$ cat config.mk
export PLATFORM = sky130hd
export DESIGN_NAME = bcd_calendar_rtc
export DESIGN_NICKNAME = d
export VERILOG_FILES = /design/src/rtl/rtcc_pkg.sv /design/src/rtl/rtcc_prescaler.sv /design/src/rtl/rtcc_counter.sv /design/src/rtl/rtcc_pointer.sv /design/src/rtl/rtcc_shadow.sv /design/src/rtl/bcd_calendar_rtc.sv
export SDC_FILE = /design/constraint.sdc
export NUM_CORES = 1
export LEC_CHECK = 0
export BUFFER_PORTS_ARGS = -buffer_cell sky130_fd_sc_hd__buf_2
export CAP_MARGIN = 0
export CORE_UTILIZATION = 40
export CTS_CLUSTER_SIZE = 40
export DETAILED_ROUTE_END_ITERATION = 12
export HOLD_SLACK_MARGIN = 0.05
export SYNTH_ARGS = -nofsm -noshare
export SYNTH_HDL_FRONTEND = slang
export SYNTH_SLANG_ARGS = --single-unit
$ cat constraint.sdc
create_clock -name clk -period 4.1 [get_ports clk]
set_input_delay 0.615 -clock clk [delete_from_list [all_inputs] [get_ports clk]]
set_output_delay 0.615 -clock clk [all_outputs]
set_load 0.01 [all_outputs]
$ cat src/rtl/rtcc_pkg.sv
package rtcc_pkg;

   localparam int unsigned NREG = 7;
   localparam int unsigned PW   = 3;

   typedef enum logic [PW-1:0] {
      A_SEC   = 3'd0,
      A_MIN   = 3'd1,
      A_HOUR  = 3'd2,
      A_DOW   = 3'd3,
      A_DATE  = 3'd4,
      A_MONTH = 3'd5,
      A_YEAR  = 3'd6
   } reg_addr_e;

   typedef struct packed {
      logic [7:0] year;
      logic [7:0] month;
      logic [7:0] date;
      logic [7:0] dow;
      logic [7:0] hour;
      logic [7:0] min;
      logic [7:0] sec;
   } cal_t;

   localparam cal_t CAL_RESET = '{year: 8'h00, month: 8'h01, date: 8'h01,
                                  dow: 8'h01, hour: 8'h00, min: 8'h00, sec: 8'h00};

   function automatic logic [7:0] bcd_inc(input logic [7:0] v);
      if (v[3:0] >= 4'd9) return {v[7:4] + 4'd1, 4'd0};
      return {v[7:4], v[3:0] + 4'd1};
   endfunction

   function automatic logic year_is_leap(input logic [7:0] y);
      logic [6:0] s;
      s = {2'b00, y[7:4], 1'b0} + {3'b000, y[3:0]};
      return s[1:0] == 2'b00;
   endfunction

   function automatic logic [7:0] month_len(input logic [4:0] m, input logic [7:0] y);
      case (m)
         5'h02:                      return year_is_leap(y) ? 8'h29 : 8'h28;
         5'h04, 5'h06, 5'h09, 5'h11: return 8'h30;
         default:                    return 8'h31;
      endcase
   endfunction

   function automatic logic [7:0] wr_mask(input logic [PW-1:0] a);
      case (a)
         A_DOW:   return 8'h07;
         A_DATE:  return 8'h3F;
         A_MONTH: return 8'h9F;
         A_YEAR:  return 8'hFF;
         default: return 8'h7F;
      endcase
   endfunction

   function automatic logic [7:0] cal_byte(input cal_t c, input int unsigned idx);
      case (idx)
         0:       return c.sec;
         1:       return c.min;
         2:       return c.hour;
         3:       return c.dow;
         4:       return c.date;
         5:       return c.month;
         default: return c.year;
      endcase
   endfunction

endpackage

$ cat src/rtl/rtcc_prescaler.sv
module rtcc_prescaler #(
   parameter int unsigned DIV = 32768
) (
   input  logic clk,
   input  logic rst_n,
   input  logic run,
   input  logic restart,
   output logic tick,
   output logic half_hi
);
   localparam int unsigned CW   = (DIV > 2) ? $clog2(DIV) : 1;
   localparam int unsigned HALF = DIV / 2;
   localparam bit          POW2 = ((DIV & (DIV - 1)) == 0);

   logic [CW-1:0] cnt_q;

   generate
      if (DIV < 2 || (DIV % 2) != 0) begin : g_bad_div
         $error("rtcc_prescaler: DIV must be even and at least 2");
      end
      if (POW2) begin : g_pow2
         always_ff @(posedge clk or negedge rst_n) begin
            if (!rst_n)       cnt_q <= '0;
            else if (restart) cnt_q <= '0;
            else if (run)     cnt_q <= cnt_q + 1'b1;
         end
         assign tick    = run && !restart && (&cnt_q);
         assign half_hi = cnt_q[CW-1];
      end else begin : g_cmp
         always_ff @(posedge clk or negedge rst_n) begin
            if (!rst_n)                       cnt_q <= '0;
            else if (restart)                 cnt_q <= '0;
            else if (run && cnt_q == CW'(DIV - 1)) cnt_q <= '0;
            else if (run)                     cnt_q <= cnt_q + 1'b1;
         end
         assign tick    = run && !restart && (cnt_q == CW'(DIV - 1));
         assign half_hi = (cnt_q >= CW'(HALF));
      end
   endgenerate

   AST_RESTART_LOW: assert property (@(posedge clk) disable iff (!rst_n)
      restart |=> !half_hi);
   AST_TICK_ENDS_HIGH: assert property (@(posedge clk) disable iff (!rst_n)
      tick |=> !half_hi);
   AST_HOLD_STOPPED: assert property (@(posedge clk) disable iff (!rst_n)
      (!run && !restart) |=> $stable(half_hi));

endmodule

$ cat src/rtl/rtcc_counter.sv
module rtcc_counter
   import rtcc_pkg::*;
(
   input  logic          clk,
   input  logic          rst_n,
   input  logic          tick,
   input  logic          wr_en,
   input  logic [PW-1:0] wr_addr,
   input  logic [7:0]    wdata,
   output cal_t          live
);
   cal_t       nx;
   logic       c_min, c_hr, c_day, c_mon, c_yr;
   logic [7:0] t_hr, t_dt, t_mo, mlen;

   always_comb begin
      nx    = live;
      c_min = 1'b0;
      c_hr  = 1'b0;
      c_day = 1'b0;
      c_mon = 1'b0;
      c_yr  = 1'b0;
      t_hr  = '0;
      t_dt  = bcd_inc({2'b00, live.date[5:0]});
      t_mo  = bcd_inc({3'b000, live.month[4:0]});
      mlen  = month_len(live.month[4:0], live.year);
      if (tick) begin
         if (live.sec[6:0] == 7'h59) begin
            nx.sec = 8'h00;
            c_min  = 1'b1;
         end else begin
            nx.sec = bcd_inc(live.sec);
         end
         if (c_min) begin
            if (live.min[6:0] == 7'h59) begin
               nx.min = 8'h00;
               c_hr   = 1'b1;
            end else begin
               nx.min = bcd_inc(live.min);
            end
         end
         if (c_hr) begin
            if (live.hour[6]) begin
               t_hr = bcd_inc({3'b000, live.hour[4:0]});
               case (live.hour[4:0])
                  5'h11: begin
                     nx.hour = {2'b01, ~live.hour[5], 5'h12};
                     c_day   = live.hour[5];
                  end
                  5'h12:   nx.hour = {2'b01, live.hour[5], 5'h01};
                  default: nx.hour = {2'b01, live.hour[5], t_hr[4:0]};
               endcase
            end else begin
               t_hr = bcd_inc({2'b00, live.hour[5:0]});
               if (live.hour[5:0] == 6'h23) begin
                  nx.hour = 8'h00;
                  c_day   = 1'b1;
               end else begin
                  nx.hour = {2'b00, t_hr[5:0]};
               end
            end
         end
         if (c_day) begin
            nx.dow = (live.dow[2:0] >= 3'd7) ? 8'h01 : {5'b0, live.dow[2:0] + 3'd1};
            if (live.date[5:0] == mlen[5:0]) begin
               nx.date = 8'h01;
               c_mon   = 1'b1;
            end else begin
               nx.date = {2'b00, t_dt[5:0]};
            end
         end
         if (c_mon) begin
            if (live.month[4:0] == 5'h12) begin
               nx.month = {live.month[7], 7'h01};
               c_yr     = 1'b1;
            end else begin
               nx.month = {live.month[7], 2'b00, t_mo[4:0]};
            end
         end
         if (c_yr) begin
            if (live.year == 8'h99) begin
               nx.year     = 8'h00;
               nx.month[7] = ~live.month[7];
            end else begin
               nx.year = bcd_inc(live.year);
            end
         end
      end
      if (wr_en) begin
         case (wr_addr)
            A_SEC:   nx.sec   = wdata & wr_mask(A_SEC);
            A_MIN:   nx.min   = wdata & wr_mask(A_MIN);
            A_HOUR:  nx.hour  = wdata & wr_mask(A_HOUR);
            A_DOW:   nx.dow   = wdata & wr_mask(A_DOW);
            A_DATE:  nx.date  = wdata & wr_mask(A_DATE);
            A_MONTH: nx.month = wdata & wr_mask(A_MONTH);
            default: nx.year  = wdata & wr_mask(A_YEAR);
         endcase
      end
   end

   always_ff @(posedge clk or negedge rst_n) begin
      if (!rst_n) live <= CAL_RESET;
      else        live <= nx;
   end

   AST_SEC_MOVES: assert property (@(posedge clk) disable iff (!rst_n)
      (tick && !wr_en) |=> (live.sec != $past(live.sec)));
   AST_NO_TICK_HOLD: assert property (@(posedge clk) disable iff (!rst_n)
      (!tick && !wr_en) |=> (live == $past(live)));
   AST_CENTURY_AT_WRAP: assert property (@(posedge clk) disable iff (!rst_n)
      (!$past(wr_en) && (live.month[7] != $past(live.month[7])))
         |-> ($past(live.year) == 8'h99 && live.year == 8'h00));
   AST_DAY_ONLY_MIDNIGHT: assert property (@(posedge clk) disable iff (!rst_n)
      (!$past(wr_en) && (live.dow != $past(live.dow)))
         |-> (live.sec == 8'h00 && live.min == 8'h00));

endmodule

$ cat src/rtl/rtcc_pointer.sv
module rtcc_pointer
   import rtcc_pkg::*;
(
   input  logic          clk,
   input  logic          rst_n,
   input  logic          ptr_set,
   input  logic [PW-1:0] ptr_val,
   input  logic          step,
   output logic [PW-1:0] ptr,
   output logic          wrap
);
   localparam logic [PW-1:0] LAST = PW'(NREG - 1);

   assign wrap = step && !ptr_set && (ptr == LAST);

   always_ff @(posedge clk or negedge rst_n) begin
      if (!rst_n)      ptr <= '0;
      else if (ptr_set) ptr <= (ptr_val > LAST) ? '0 : ptr_val;
      else if (wrap)    ptr <= '0;
      else if (step)    ptr <= ptr + 1'b1;
   end

   AST_PTR_STEP: assert property (@(posedge clk) disable iff (!rst_n)
      (step && !ptr_set && ptr != LAST) |=> (ptr == $past(ptr) + 1'b1));
   AST_PTR_WRAP: assert property (@(posedge clk) disable iff (!rst_n)
      wrap |=> (ptr == '0));

endmodule

$ cat src/rtl/rtcc_shadow.sv
module rtcc_shadow
   import rtcc_pkg::*;
(
   input  logic          clk,
   input  logic          rst_n,
   input  logic          cap,
   input  cal_t          live,
   input  logic [PW-1:0] ptr,
   output logic [7:0]    rdata
);
   logic [7:0] live_b [NREG];
   logic [7:0] sh_q   [NREG];

   generate
      for (genvar g = 0; g < NREG; g++) begin : g_byte
         assign live_b[g] = cal_byte(live, g);
         always_ff @(posedge clk or negedge rst_n) begin
            if (!rst_n)   sh_q[g] <= cal_byte(CAL_RESET, g);
            else if (cap) sh_q[g] <= live_b[g];
         end
         AST_SHADOW_HOLD: assert property (@(posedge clk) disable iff (!rst_n)
            !cap |=> $stable(sh_q[g]));
         AST_SHADOW_LOAD: assert property (@(posedge clk) disable iff (!rst_n)
            cap |=> (sh_q[g] == $past(live_b[g])));
      end
   endgenerate

   assign rdata = (ptr < PW'(NREG)) ? sh_q[ptr] : 8'h00;

endmodule

$ cat src/rtl/bcd_calendar_rtc.sv
module bcd_calendar_rtc
   import rtcc_pkg::*;
#(
   parameter int unsigned TICK_DIV = 32768
) (
   input  logic       clk,
   input  logic       rst_n,
   input  logic       osc_off,
   input  logic       bus_start,
   input  logic       bus_stop,
   input  logic       ptr_set,
   input  logic [2:0] ptr_val,
   input  logic       wr_en,
   input  logic [7:0] wdata,
   input  logic       rd_en,
   output logic [7:0] rdata,
   output logic       tick_1hz
);
   logic          tick, restart, wrap, cap;
   logic [PW-1:0] ptr;
   cal_t          live;

   generate
      if (TICK_DIV < 2 || (TICK_DIV % 2) != 0) begin : g_bad_div
         $error("bcd_calendar_rtc: TICK_DIV must be even and at least 2");
      end
   endgenerate

   assign restart = wr_en && !ptr_set && (ptr == A_SEC);
   assign cap     = bus_start || bus_stop || wrap;

   rtcc_prescaler #(.DIV(TICK_DIV)) u_pre (
      .clk     (clk),
      .rst_n   (rst_n),
      .run     (!osc_off),
      .restart (restart),
      .tick    (tick),
      .half_hi (tick_1hz)
   );

   rtcc_pointer u_ptr (
      .clk     (clk),
      .rst_n   (rst_n),
      .ptr_set (ptr_set),
      .ptr_val (ptr_val),
      .step    ((rd_en || wr_en) && !ptr_set),
      .ptr     (ptr),
      .wrap    (wrap)
   );

   rtcc_counter u_cnt (
      .clk     (clk),
      .rst_n   (rst_n),
      .tick    (tick),
      .wr_en   (wr_en && !ptr_set),
      .wr_addr (ptr),
      .wdata   (wdata),
      .live    (live)
   );

   rtcc_shadow u_shd (
      .clk   (clk),
      .rst_n (rst_n),
      .cap   (cap),
      .live  (live),
      .ptr   (ptr),
      .rdata (rdata)
   );

   AST_STOPPED_NO_TICK: assert property (@(posedge clk) disable iff (!rst_n)
      osc_off |-> !tick);

endmodule

==> results.md <==
* Antenna fix cells at 0
* Run status: finished, final reports clean
* Final min period at 3000 ps
* Number of buffer and inverter stages on the critical path at 1
* Nets at 783
* Die Span Y at 137 um
* DRT Wirelength at 18500 um
* Num CTS Buffers at 17
* Via count of the first global-routing pass at 5407
* Worst setup startpoint: u_ptr.ptr[0]
* Width of the die at 137 um
* Rows at 48
* Setup Buffers After CTS at 0
* Startpoint Class: flop
* Hold Vio Cnt, Final at 0
* Ratio of routed vias to standard cells at 5.76
* Share of layout cells above drive strength 1 at 0.204
* Final period utilization at 0.732
* Worst clock skew at 7.98 ps
* Longest Clk Path Bufs at 2
* Total stage count of the critical path at 8
* Pwr Total at 5.10 mW
* CP top delay family: simple AND/OR/NAND/NOR gates
* Final setup vio count at 0
* Hold-fix buffer count after cts at 0
* Unrepaired setup endpoints after global routing: false
* Max Clk Rate at 0.333 GHz
* Number of filler cells placed in the layout at 1611
* Seq cells post-synth at 130
* Least-Margin Pin Slew at 1030 ps
* Required time of the critical path at 4430 ps
* Crit path arrival time at 3330 ps
* Most instantiated flip-flop cell in the synthesis netlist: sky130_fd_sc_hd__dfrtp_1
* Synthesized area at 7260 um^2
* Starting density of the core at 0.414
* Number of enable flip-flop cells after synthesis at 0
* Number of distinct library cell variants in the gate-level netlist after synthesis at 67
* Async set or reset register ratio after synthesis at 1.00
* Sinks on the clock net at 130
* Largest fanout of any net on the critical path at 13
* Endpoint of the worst-slack reg-to-reg timing path: u_cnt.live[53]
* Slew HR at 0.304
* Count of routing violations after the opening detailed-route iteration at 405
* Worst Hold Class: in2async
* CTS Root Cell: sky130_fd_sc_hd__clkbuf_16
* Sum of negative setup slack at 0 ps
* Total iterations of the first detailed-routing run at 5
* Post-DP HPWL at 13100 um
* Cell count after synthesis at 712
* Level count of the clock H-tree at 4
* Critical Path, Cell by Cell: inv_1 -> ha_1 -> nand4bb_1 -> nand3_1 -> nor3b_2 -> nand4_1 -> or4b_1 -> a31oi_1
* Post-cts sizing count at 0
* Critical-path top delay cell: sky130_fd_sc_hd__or4b_1
* CP endpoint: u_cnt.live[53]
* Most used cells in the layout excluding fill and tap cells: 124 x sky130_fd_sc_hd__dfrtp_1, 70 x sky130_fd_sc_hd__nor2_1, 61 x sky130_fd_sc_hd__nand2_1, 58 x sky130_fd_sc_hd__mux2_2, 35 x sky130_fd_sc_hd__ha_1
* Number of routed nets with antenna violations at 0
* Routed wirelength normalized by instance count at 19.1 um
* Total die area at 18700 um^2
* Mean instance size in the synthesized netlist at 10.2 um^2
* Max IR drop VDD at 333 uV
* Routability cong. at 0.827
* Total congestion overflow after global routing at 0
* MaxCap Viol Count at 0
* Cell count of the worst reg-to-reg path at 8
* Number of primary I/O pins at 28
* Slew Viols, Final at 0
* Maximum number of pins on one net before global-route repair at 79
* Vias after detailed routing at 5571
* Register-to-register setup slack at 1100 ps
* Clock tree from TritonCTS: done
* Most common library cell in the layout ignoring fill and taps: sky130_fd_sc_hd__dfrtp_1
* Launching point of the worst reg2reg path: u_ptr.ptr[0]
* Ratio of total power to cell area at 625 nW/um^2
* Crit Path Category: reg2reg
* Initial antenna violation count at 0
* Synthesized net count at 766
* Standard cell core area at 17500 um^2
* Hold slack at 251 ps
* Part of the Yosys area used for sequential elements at 0.449
* Number of buffer cells added on primary ports at 27
* Crit-path max cell delay at 620 ps
* Synth warnings at 0
* Synthesis-to-layout area growth at 12.4%
* Clock-pin slew of the registers on the worst-case setup and hold paths at 60 ps
* First-pass GRT wire length at 29500 um
* Later-pin clock latency in the skew report at 420 ps
* Critical path capture point type: flop
* Static leakage at 3.61 nW
* Number of remaining DRC errors at 0
* Total GRT Usage at 0.210
state kept, by name, summed over array words and instances (netlist names):
name and count:
u_pre.cnt_q 15, u_ptr.ptr 3, u_shd.sh_q 56, u_cnt.live 56
final cells by class:
| cell class | instances | area [um^2] | area share |
|---|---|---|---|
| clock buffer | 18 | 429 | 0.0526 |
| timing repair buffer | 35 | 201 | 0.0247 |
| inverter | 30 | 113 | 0.0138 |
| multi-input combinational | 515 | 3730 | 0.457 |
| clock inverter | 14 | 145 | 0.0178 |
| sequential | 130 | 3260 | 0.399 |
| tap | 225 | 282 | 0.0345 |
cells in the mapped netlist (all sizes together) (18+ instances only):
master / count / area share
dfrtp: 124 / 0.43
nor2: 71 / 0.037
nand2: 61 / 0.032
mux2: 58 / 0.090
ha: 35 / 0.060
o21ai: 32 / 0.022
inv: 30 / 0.016
nand3: 30 / 0.021
clkbuf: 24 / 0.012
a21oi: 22 / 0.015
a31oi: 21 / 0.018
o31ai: 18 / 0.019
logic make-up (layout without fill, tap and decap cells):
logic type / after synthesis / after routing / synth area share
buffers and inverters: 67 / 97 / 0.0388
XOR/XNOR: 20 / 20 / 0.0241
AND/OR/NAND/NOR: 254 / 254 / 0.183
adder cells (fa/ha/maj): 35 / 35 / 0.0603
AO/OA/AOI/OAI: 127 / 127 / 0.112
flip-flops: 130 / 130 / 0.449
multiplexers: 79 / 79 / 0.133
how the worst min path moves through the flow:
stage,to,slack (ps),cells past startpoint
4_1_cts,u_cnt.live[35],270,1
3_5_place_dp,u_shd.sh_q[55],490,1
2_1_floorplan,u_cnt.live[0],320,0
3_3_place_gp,u_shd.sh_q[54],490,1
5_1_grt,u_shd.sh_q[7],300,1
6_report,u_cnt.live[53],250,1
report_power, final:
part           total (mW)  internal [mW]  switching [mW]
Sequential           2.23           1.72           0.515
Clock                1.47          0.854           0.618
Combinational        1.40          0.689           0.711
routing by layer:
metal  GRT usage  wire length, um  up-vias  share of wire
li1            -                -     2612              -
met1       0.288             8590     2806           0.46
met2       0.338             8880      131           0.48
met3      0.0344              739       22          0.040
met4      0.0679              267        0          0.014
met5           0                0        -              0
per-stage QoR:
step / util / worst slack (ps) / instance area (um^2) / cells
CTS: 0.465 / 1130 / 8160 / 967
detailed placement: 0.433 / 944 / 7590 / 935
floorplan: - / 999 / 7260 / 712
finish: 0.465 / 1100 / 8160 / 967
global route: 0.465 / 824 / 8160 / 967
global placement: 0.433 / 980 / 7590 / 935
No activity file was read; power rests on OpenSTA's default activity.
